===== config.mk =====
export PLATFORM = sky130hd
export DESIGN_NAME = fault_localizer
export DESIGN_NICKNAME = d
export VERILOG_FILES = /design/src/rtl/fault_loc_pkg.sv /design/src/rtl/fault_loc_datapath.sv /design/src/rtl/fault_loc_control.sv /design/src/rtl/fault_localizer.sv
export SDC_FILE = /design/constraint.sdc
export NUM_CORES = 1
export LEC_CHECK = 0
export BUFFER_PORTS_ARGS = -buffer_cell sky130_fd_sc_hd__buf_2
export CORE_MARGIN = 5
export CORE_UTILIZATION = 25
export CTS_CLUSTER_DIAMETER = 150
export DETAILED_ROUTE_END_ITERATION = 12
export PLACE_DENSITY = 0.53
export SYNTH_ARGS = -nofsm -noshare
export SYNTH_HDL_FRONTEND = slang
export SYNTH_SLANG_ARGS = --single-unit
export TNS_END_PERCENT = 30

===== constraint.sdc =====
create_clock -name clk -period 1.3 [get_ports clk]
set_input_delay 0.39 -clock clk [delete_from_list [all_inputs] [get_ports clk]]
set_output_delay 0.39 -clock clk [all_outputs]
set_load 0.01 [all_outputs]

===== src/rtl/fault_loc_pkg.sv =====
package fault_loc_pkg;

  localparam int RES_W = 5;

  // one-hot result bit positions
  localparam int RES_GOOD  = 0;
  localparam int RES_SA1_A = 1;
  localparam int RES_SA1_B = 2;
  localparam int RES_SA1_Y = 3;
  localparam int RES_SA0   = 4;

  typedef enum logic [1:0] {
    ST_IDLE = 2'd0,
    ST_RUN  = 2'd1,
    ST_DONE = 2'd2
  } ctlState_t;

  typedef enum logic [1:0] {
    STEP_FIRST      = 2'd0,
    STEP_AFTER_FAIL = 2'd1,
    STEP_AFTER_PASS = 2'd2,
    STEP_LAST       = 2'd3
  } step_t;

  // vector encoding: {a, b}
  localparam logic [1:0] VEC_NONE = 2'b00;
  localparam logic [1:0] VEC_01   = 2'b01;
  localparam logic [1:0] VEC_10   = 2'b10;
  localparam logic [1:0] VEC_11   = 2'b11;

  typedef struct packed {
    logic             clear;
    logic             loadVec;
    logic [1:0]       nextVec;
    logic             finish;
    logic [RES_W-1:0] code;
  } ctlStrobe_t;

  function automatic logic [RES_W-1:0] oneHot(input int pos);
    logic [RES_W-1:0] v;
    v = '0;
    v[pos] = 1'b1;
    return v;
  endfunction

endpackage


===== src/rtl/fault_loc_datapath.sv =====
module fault_loc_datapath
  import fault_loc_pkg::*;
(
  input  logic             clk,
  input  logic             rst,
  input  ctlStrobe_t       strobe,
  input  logic             yIn,
  output logic             vecA,
  output logic             vecB,
  output logic             mismatch,
  output logic             done,
  output logic [RES_W-1:0] result
);

  logic [1:0] vecReg;

  always_ff @(posedge clk) begin
    if (rst) begin
      vecReg <= VEC_NONE;
      done   <= 1'b0;
      result <= '0;
    end else begin
      if (strobe.clear) begin
        done   <= 1'b0;
        result <= '0;
      end
      if (strobe.loadVec) vecReg <= strobe.nextVec;
      if (strobe.finish) begin
        done   <= 1'b1;
        result <= strobe.code;
        vecReg <= VEC_NONE;
      end
    end
  end

  assign vecA     = vecReg[1];
  assign vecB     = vecReg[0];
  assign mismatch = yIn != (vecReg[1] & vecReg[0]);


  hold_result_chk: assert property (@(posedge clk) disable iff (rst)
    (done && !strobe.clear) |=> (done && $stable(result)));


  onehot_result_chk: assert property (@(posedge clk) disable iff (rst)
    done |-> ($countones(result) == 1));


  cleared_result_chk: assert property (@(posedge clk) disable iff (rst)
    !done |-> (result == '0));

endmodule


===== src/rtl/fault_loc_control.sv =====
module fault_loc_control
  import fault_loc_pkg::*;
#(
  parameter int SETTLE_CYCLES = 1
)(
  input  logic       clk,
  input  logic       rst,
  input  logic       start,
  input  logic       mismatch,
  output ctlStrobe_t strobe,
  output logic       busy
);

  ctlState_t state;
  step_t     step;
  step_t     nextStep;
  logic      sampleNow;
  logic      running;

  assign running = (state == ST_RUN);
  assign busy    = running;

  generate
    if (SETTLE_CYCLES <= 1) begin : g_noWait
      assign sampleNow = running;
    end else begin : g_wait
      localparam int WAIT_W = $clog2(SETTLE_CYCLES);
      localparam logic [WAIT_W-1:0] WAIT_LAST = WAIT_W'(SETTLE_CYCLES - 1);
      logic [WAIT_W-1:0] waitCnt;
      always_ff @(posedge clk) begin
        if (rst || strobe.loadVec || !running) waitCnt <= '0;
        else if (waitCnt != WAIT_LAST)          waitCnt <= waitCnt + 1'b1;
      end
      assign sampleNow = running && (waitCnt == WAIT_LAST);
    end
  endgenerate

  always_comb begin
    strobe   = '0;
    nextStep = step;
    unique case (state)
      ST_IDLE, ST_DONE: begin
        if (start) begin
          strobe.clear   = 1'b1;
          strobe.loadVec = 1'b1;
          strobe.nextVec = VEC_01;
          nextStep       = STEP_FIRST;
        end
      end
      ST_RUN: begin
        if (sampleNow) begin
          unique case (step)
            STEP_FIRST: begin
              strobe.loadVec = 1'b1;
              strobe.nextVec = VEC_10;
              nextStep       = mismatch ? STEP_AFTER_FAIL : STEP_AFTER_PASS;
            end
            STEP_AFTER_FAIL: begin
              strobe.finish = 1'b1;
              strobe.code   = mismatch ? oneHot(RES_SA1_Y) : oneHot(RES_SA1_A);
            end
            STEP_AFTER_PASS: begin
              if (mismatch) begin
                strobe.finish = 1'b1;
                strobe.code   = oneHot(RES_SA1_B);
              end else begin
                strobe.loadVec = 1'b1;
                strobe.nextVec = VEC_11;
                nextStep       = STEP_LAST;
              end
            end
            STEP_LAST: begin
              strobe.finish = 1'b1;
              strobe.code   = mismatch ? oneHot(RES_SA0) : oneHot(RES_GOOD);
            end
            default: ;
          endcase
        end
      end
      default: ;
    endcase
  end

  always_ff @(posedge clk) begin
    if (rst) begin
      state <= ST_IDLE;
      step  <= STEP_FIRST;
    end else begin
      step <= nextStep;
      if (strobe.finish)       state <= ST_DONE;
      else if (strobe.loadVec) state <= ST_RUN;
    end
  end


  busy_start_ignored_chk: assert property (@(posedge clk) disable iff (rst)
    (running && !sampleNow) |=> (running && $stable(step)));


  last_step_finishes_chk: assert property (@(posedge clk) disable iff (rst)
    (sampleNow && step == STEP_LAST) |=> (state == ST_DONE));

endmodule


===== src/rtl/fault_localizer.sv =====
module fault_localizer
  import fault_loc_pkg::*;
#(
  parameter int SETTLE_CYCLES = 1
)(
  input  logic             clk,
  input  logic             rst,
  input  logic             start,
  input  logic             yIn,
  output logic             vecA,
  output logic             vecB,
  output logic             done,
  output logic [RES_W-1:0] result
);

  ctlStrobe_t strobe;
  logic       mismatch;
  logic       busy;

  fault_loc_control #(.SETTLE_CYCLES(SETTLE_CYCLES)) ctl_i (
    .clk      (clk),
    .rst      (rst),
    .start    (start),
    .mismatch (mismatch),
    .strobe   (strobe),
    .busy     (busy)
  );

  fault_loc_datapath dp_i (
    .clk      (clk),
    .rst      (rst),
    .strobe   (strobe),
    .yIn      (yIn),
    .vecA     (vecA),
    .vecB     (vecB),
    .mismatch (mismatch),
    .done     (done),
    .result   (result)
  );


  first_vector_chk: assert property (@(posedge clk) disable iff (rst)
    (start && !busy) |=> (!vecA && vecB && !done));


  idle_vector_chk: assert property (@(posedge clk) disable iff (rst)
    !busy |-> (!vecA && !vecB));

endmodule


==> results.yml <==
run_status:
  status: "complete, no violations"
hold_path:
  min_path_cells: 3
  min_from: "start"
  hp-class: "in -> reg"
  holdPathEnd: "ctl_i.state[0]$_SDFFE_PP0P_"
detailed_routing:
  met3RoutedLength_um: 86
  ant_nets: 0
  vias_per_cell: 4.98
  wl_per_cell_um: 13.0
  via_count: 563
  drt_iter0_drc: 15
  routed_wl_um: 1470
  drc_errors: 0
  first_pass_iters: 4
  wl_met2_um: 713
  met1_length_um: 627
  top_layer: "met4"
grt:
  antenna_found_initial: 0
  grt_use_total: 0.0906
  first_global_vias: 537
  grt_pass1_wl_um: 2420
  grt_max_degree: 14
  overflow: 0
setup_path:
  cp.required_ns: 1.45
  slowest_stage: "dfxtp_2"
  slowest_delay_ns: 0.34
  reg2reg_to: "dp_i.result[2]$_SDFFE_PP0P_"
  cp_num_buf_inv: 1
  worstPathMaxFanout: 4
  worstRegToRegCells: 5
  crit_family: "flip-flops"
  crit_path_cell_trace: "nor2b_4 > buf_4 > mux2_4 > a22oi_1 > nor3b_1"
  arrival_ns: 1.40
  startpoint_type: "flip-flop"
  regToRegStartpoint: "ctl_i.step[1]$_SDFFE_PP0P_"
  reg2reg_slack_ns: 0.05
  criticalPathCategory: "reg -> reg"
  cp-end-kind: "flip-flop"
place:
  place_hpwl_um: 997
  portBuffers: 11
  gp_congestion: 0.735
layout:
  multi_input_area_um2: 373
  nNetsFinal: 91
  fin_util: 0.366
  antenna_cells: 0
  regArea_um2: 246
  drive_gt1_frac: 0.518
  area_growth_pct: 37.5
  n_fill_cell: 244
flow_run:
  maxCapViolations: 0
floorplanning:
  die_area_mm2: 0.00348
  start_util: 0.266
  coreArea_mm2: 0.00225
  rows: 17
  pin_count: 12
  die_width_um: 59.0
  die_h_um: 59.0
logic_synthesis:
  syn_avg_cell_area_um2: 9.69
  synth_seq_cells: 12
  postSynthCellCount: 62
  synth_compound_area_frac: 0.183
  synth_cell_types: 33
  synth_mux_area_frac: 0.0562
  synth.cell_area_um2: 601
  synth-xor-area-share: 0.0646
  yosysSeqAreaShare: 0.400
  syn_nets: 66
  yosysWarnings: 0
  yosys.area_share.simple: 0.258
  synth_fa_ha_area_frac: 0
  synth_top_family_by_area: "simple AND/OR/NAND/NOR gates"
clock_network:
  clk_path_buf_depth: 2
  cts_hold_buf: 0
  htreeDepth: 1
  clockRootBuffer: "clkbuf_4"
  cts_sinks: 12
  cts_tree: "built"
  clkTransAtPathRegs_ns: 0.08
  clock_latency_ns: 0.28
  cts_made_buffers: 3
timing:
  fin_crit_ns: 1.25
  hold_viol: 0
  min_period_over_period: 0.961
  grt_setup_unrepaired: "yes"
  max_slew.worst_pin.slew_ns: 0.251
  slew_headroom: 0.829
  whs_ns: 0.400
  slew_violations: 0
  setup_viol: 0
  skew_ns: 0.00715
  fmax_mhz: 800
pwr:
  p_per_area_mw_per_mm2: 994
  ir_drop_v: 0.000443
  power_mw: 0.821
  power_leakage_nw: 0.330
-- flip-flops by register name (all words and copies together), names as in the netlist --
| name | cells |
|---|---|
| dp_i.vecReg | 2 |
| dp_i.done | 1 |
| ctl_i.state | 2 |
| dp_i.result | 5 |
| ctl_i.step | 2 |
-- cell type report --
cell class              count  share of cell area
clock buffers               3              0.0273
inverters                   1             0.00455
multi-input cells          46               0.452
flip-flops and latches     12               0.298
well taps                  28              0.0424
repair buffers             23               0.176
-- worst reg2reg max path, delay by kind of cell, from the launching register on --
| family | cells | cell delay (ns) |
|---|---|---|
| AOI/OAI and AO/OA | 1 | 0.19 |
| buffers and inverters | 1 | 0.12 |
| DFF | 1 | 0.34 |
| muxes | 1 | 0.27 |
| and+or+nand+nor | 2 | 0.20 |
-- per-layer routing --
metal,up-vias,GRT usage
met5,-,0
met4,0,0.0583
met2,23,0.140
li1,274,-
met1,260,0.110
met3,6,0.0240
-- synth_stat cells --
| library cell | count | area (um^2) |
|---|---|---|
| or3_1 | 1 | 6.26 |
| inv_1 | 1 | 3.75 |
| mux2_2 | 1 | 11.3 |
| and2_4 | 1 | 8.76 |
| clkbuf_1 | 2 | 7.51 |
| nand3b_1 | 1 | 7.51 |
| nor2_1 | 4 | 15.0 |
| o31ai_1 | 1 | 7.51 |
| xnor2_2 | 1 | 16.3 |
| or3b_1 | 2 | 17.5 |
| dfxtp_1 | 12 | 240 |
| xnor3_1 | 1 | 22.5 |
| a22oi_1 | 1 | 7.51 |
| a2bb2oi_1 | 1 | 8.76 |
| o21ai_1 | 1 | 5.00 |
| a211oi_2 | 1 | 12.5 |
| buf_6 | 1 | 11.3 |
| nand4_1 | 4 | 25.0 |
| nor2b_1 | 2 | 12.5 |
| o21ai_0 | 1 | 5.00 |
| a31oi_1 | 3 | 18.8 |
| a21boi_2 | 1 | 11.3 |
| o22ai_1 | 1 | 6.26 |
| nand2b_1 | 2 | 12.5 |
| nor3b_1 | 1 | 7.51 |
| and2b_1 | 1 | 7.51 |
| a21oi_1 | 2 | 10.0 |
| a32oi_1 | 1 | 8.76 |
| and2_1 | 1 | 6.26 |
| mux2i_4 | 1 | 22.5 |
| o32ai_1 | 1 | 8.76 |
| nand2_1 | 5 | 18.8 |
| nor3_1 | 2 | 10.0 |
-- timing repair --
action / 4_1_cts / 5_1_grt
buffers inserted: 0 / 2
resized for setup: 1 / 11
pin swaps: 0 / 5
endpoints found under the setup margin: 4 / 8
-- power by group --
part	total (mW)	internal, mW	switching [mW]
clock	0.229	0.107	0.122
combinational	0.189	0.0988	0.0898
sequential	0.403	0.389	0.0138
-- cell families (layout without fill, tap and decap cells) --
logic type	after synthesis	count (layout)
buffers and inverters	4	27
AOI/OAI and AO/OA	15	15
xor gates and xnor gates	2	2
and+or+nand+nor	27	27
muxes	2	2
DFF	12	12
-- through the flow --
stage	worst slack [ns]	instances	TNS (ns)	instance area [um^2]
final	0.0505	113	0	826
after global routing	-0.0277	113	-0.0579	826
after CTS	-0.0358	111	-0.0358	778
after detailed placement	-0.172	108	-0.834	753
after global placement	-0.136	108	-0.673	753
after floorplan	-0.0243	62	-0.0243	607
-- how the worst max path moves through the flow --
stage / from / end / cells past startpoint
3_5_place_dp: yIn / dp_i.result[4]$_SDFFE_PP0P_ / 5
3_3_place_gp: yIn / dp_i.result[4]$_SDFFE_PP0P_ / 5
5_1_grt: ctl_i.state[1]$_SDFFE_PP0P_ / dp_i.result[0]$_SDFFE_PP0P_ / 5
4_1_cts: ctl_i.step[1]$_SDFFE_PP0P_ / ctl_i.state[1]$_SDFFE_PP0P_ / 5
2_1_floorplan: dp_i.vecReg[0]$_SDFFE_PP0P_ / ctl_i.state[1]$_SDFFE_PP0P_ / 5
6_report: ctl_i.step[1]$_SDFFE_PP0P_ / dp_i.result[2]$_SDFFE_PP0P_ / 5
-- layout by cell type (no fill, tap or decap), drive strengths merged, types with 2 or more instances in the layout --
cell    count
dfxtp      12
nand4       4
nor2        4
nand2b      2
nor3        2
a31oi       3
nand2       5
o21ai       2
clkbuf      3
and2        2
nor2b       2
or3b        2
a21oi       2
buf        23
No activity file was read; power rests on OpenSTA's default activity.
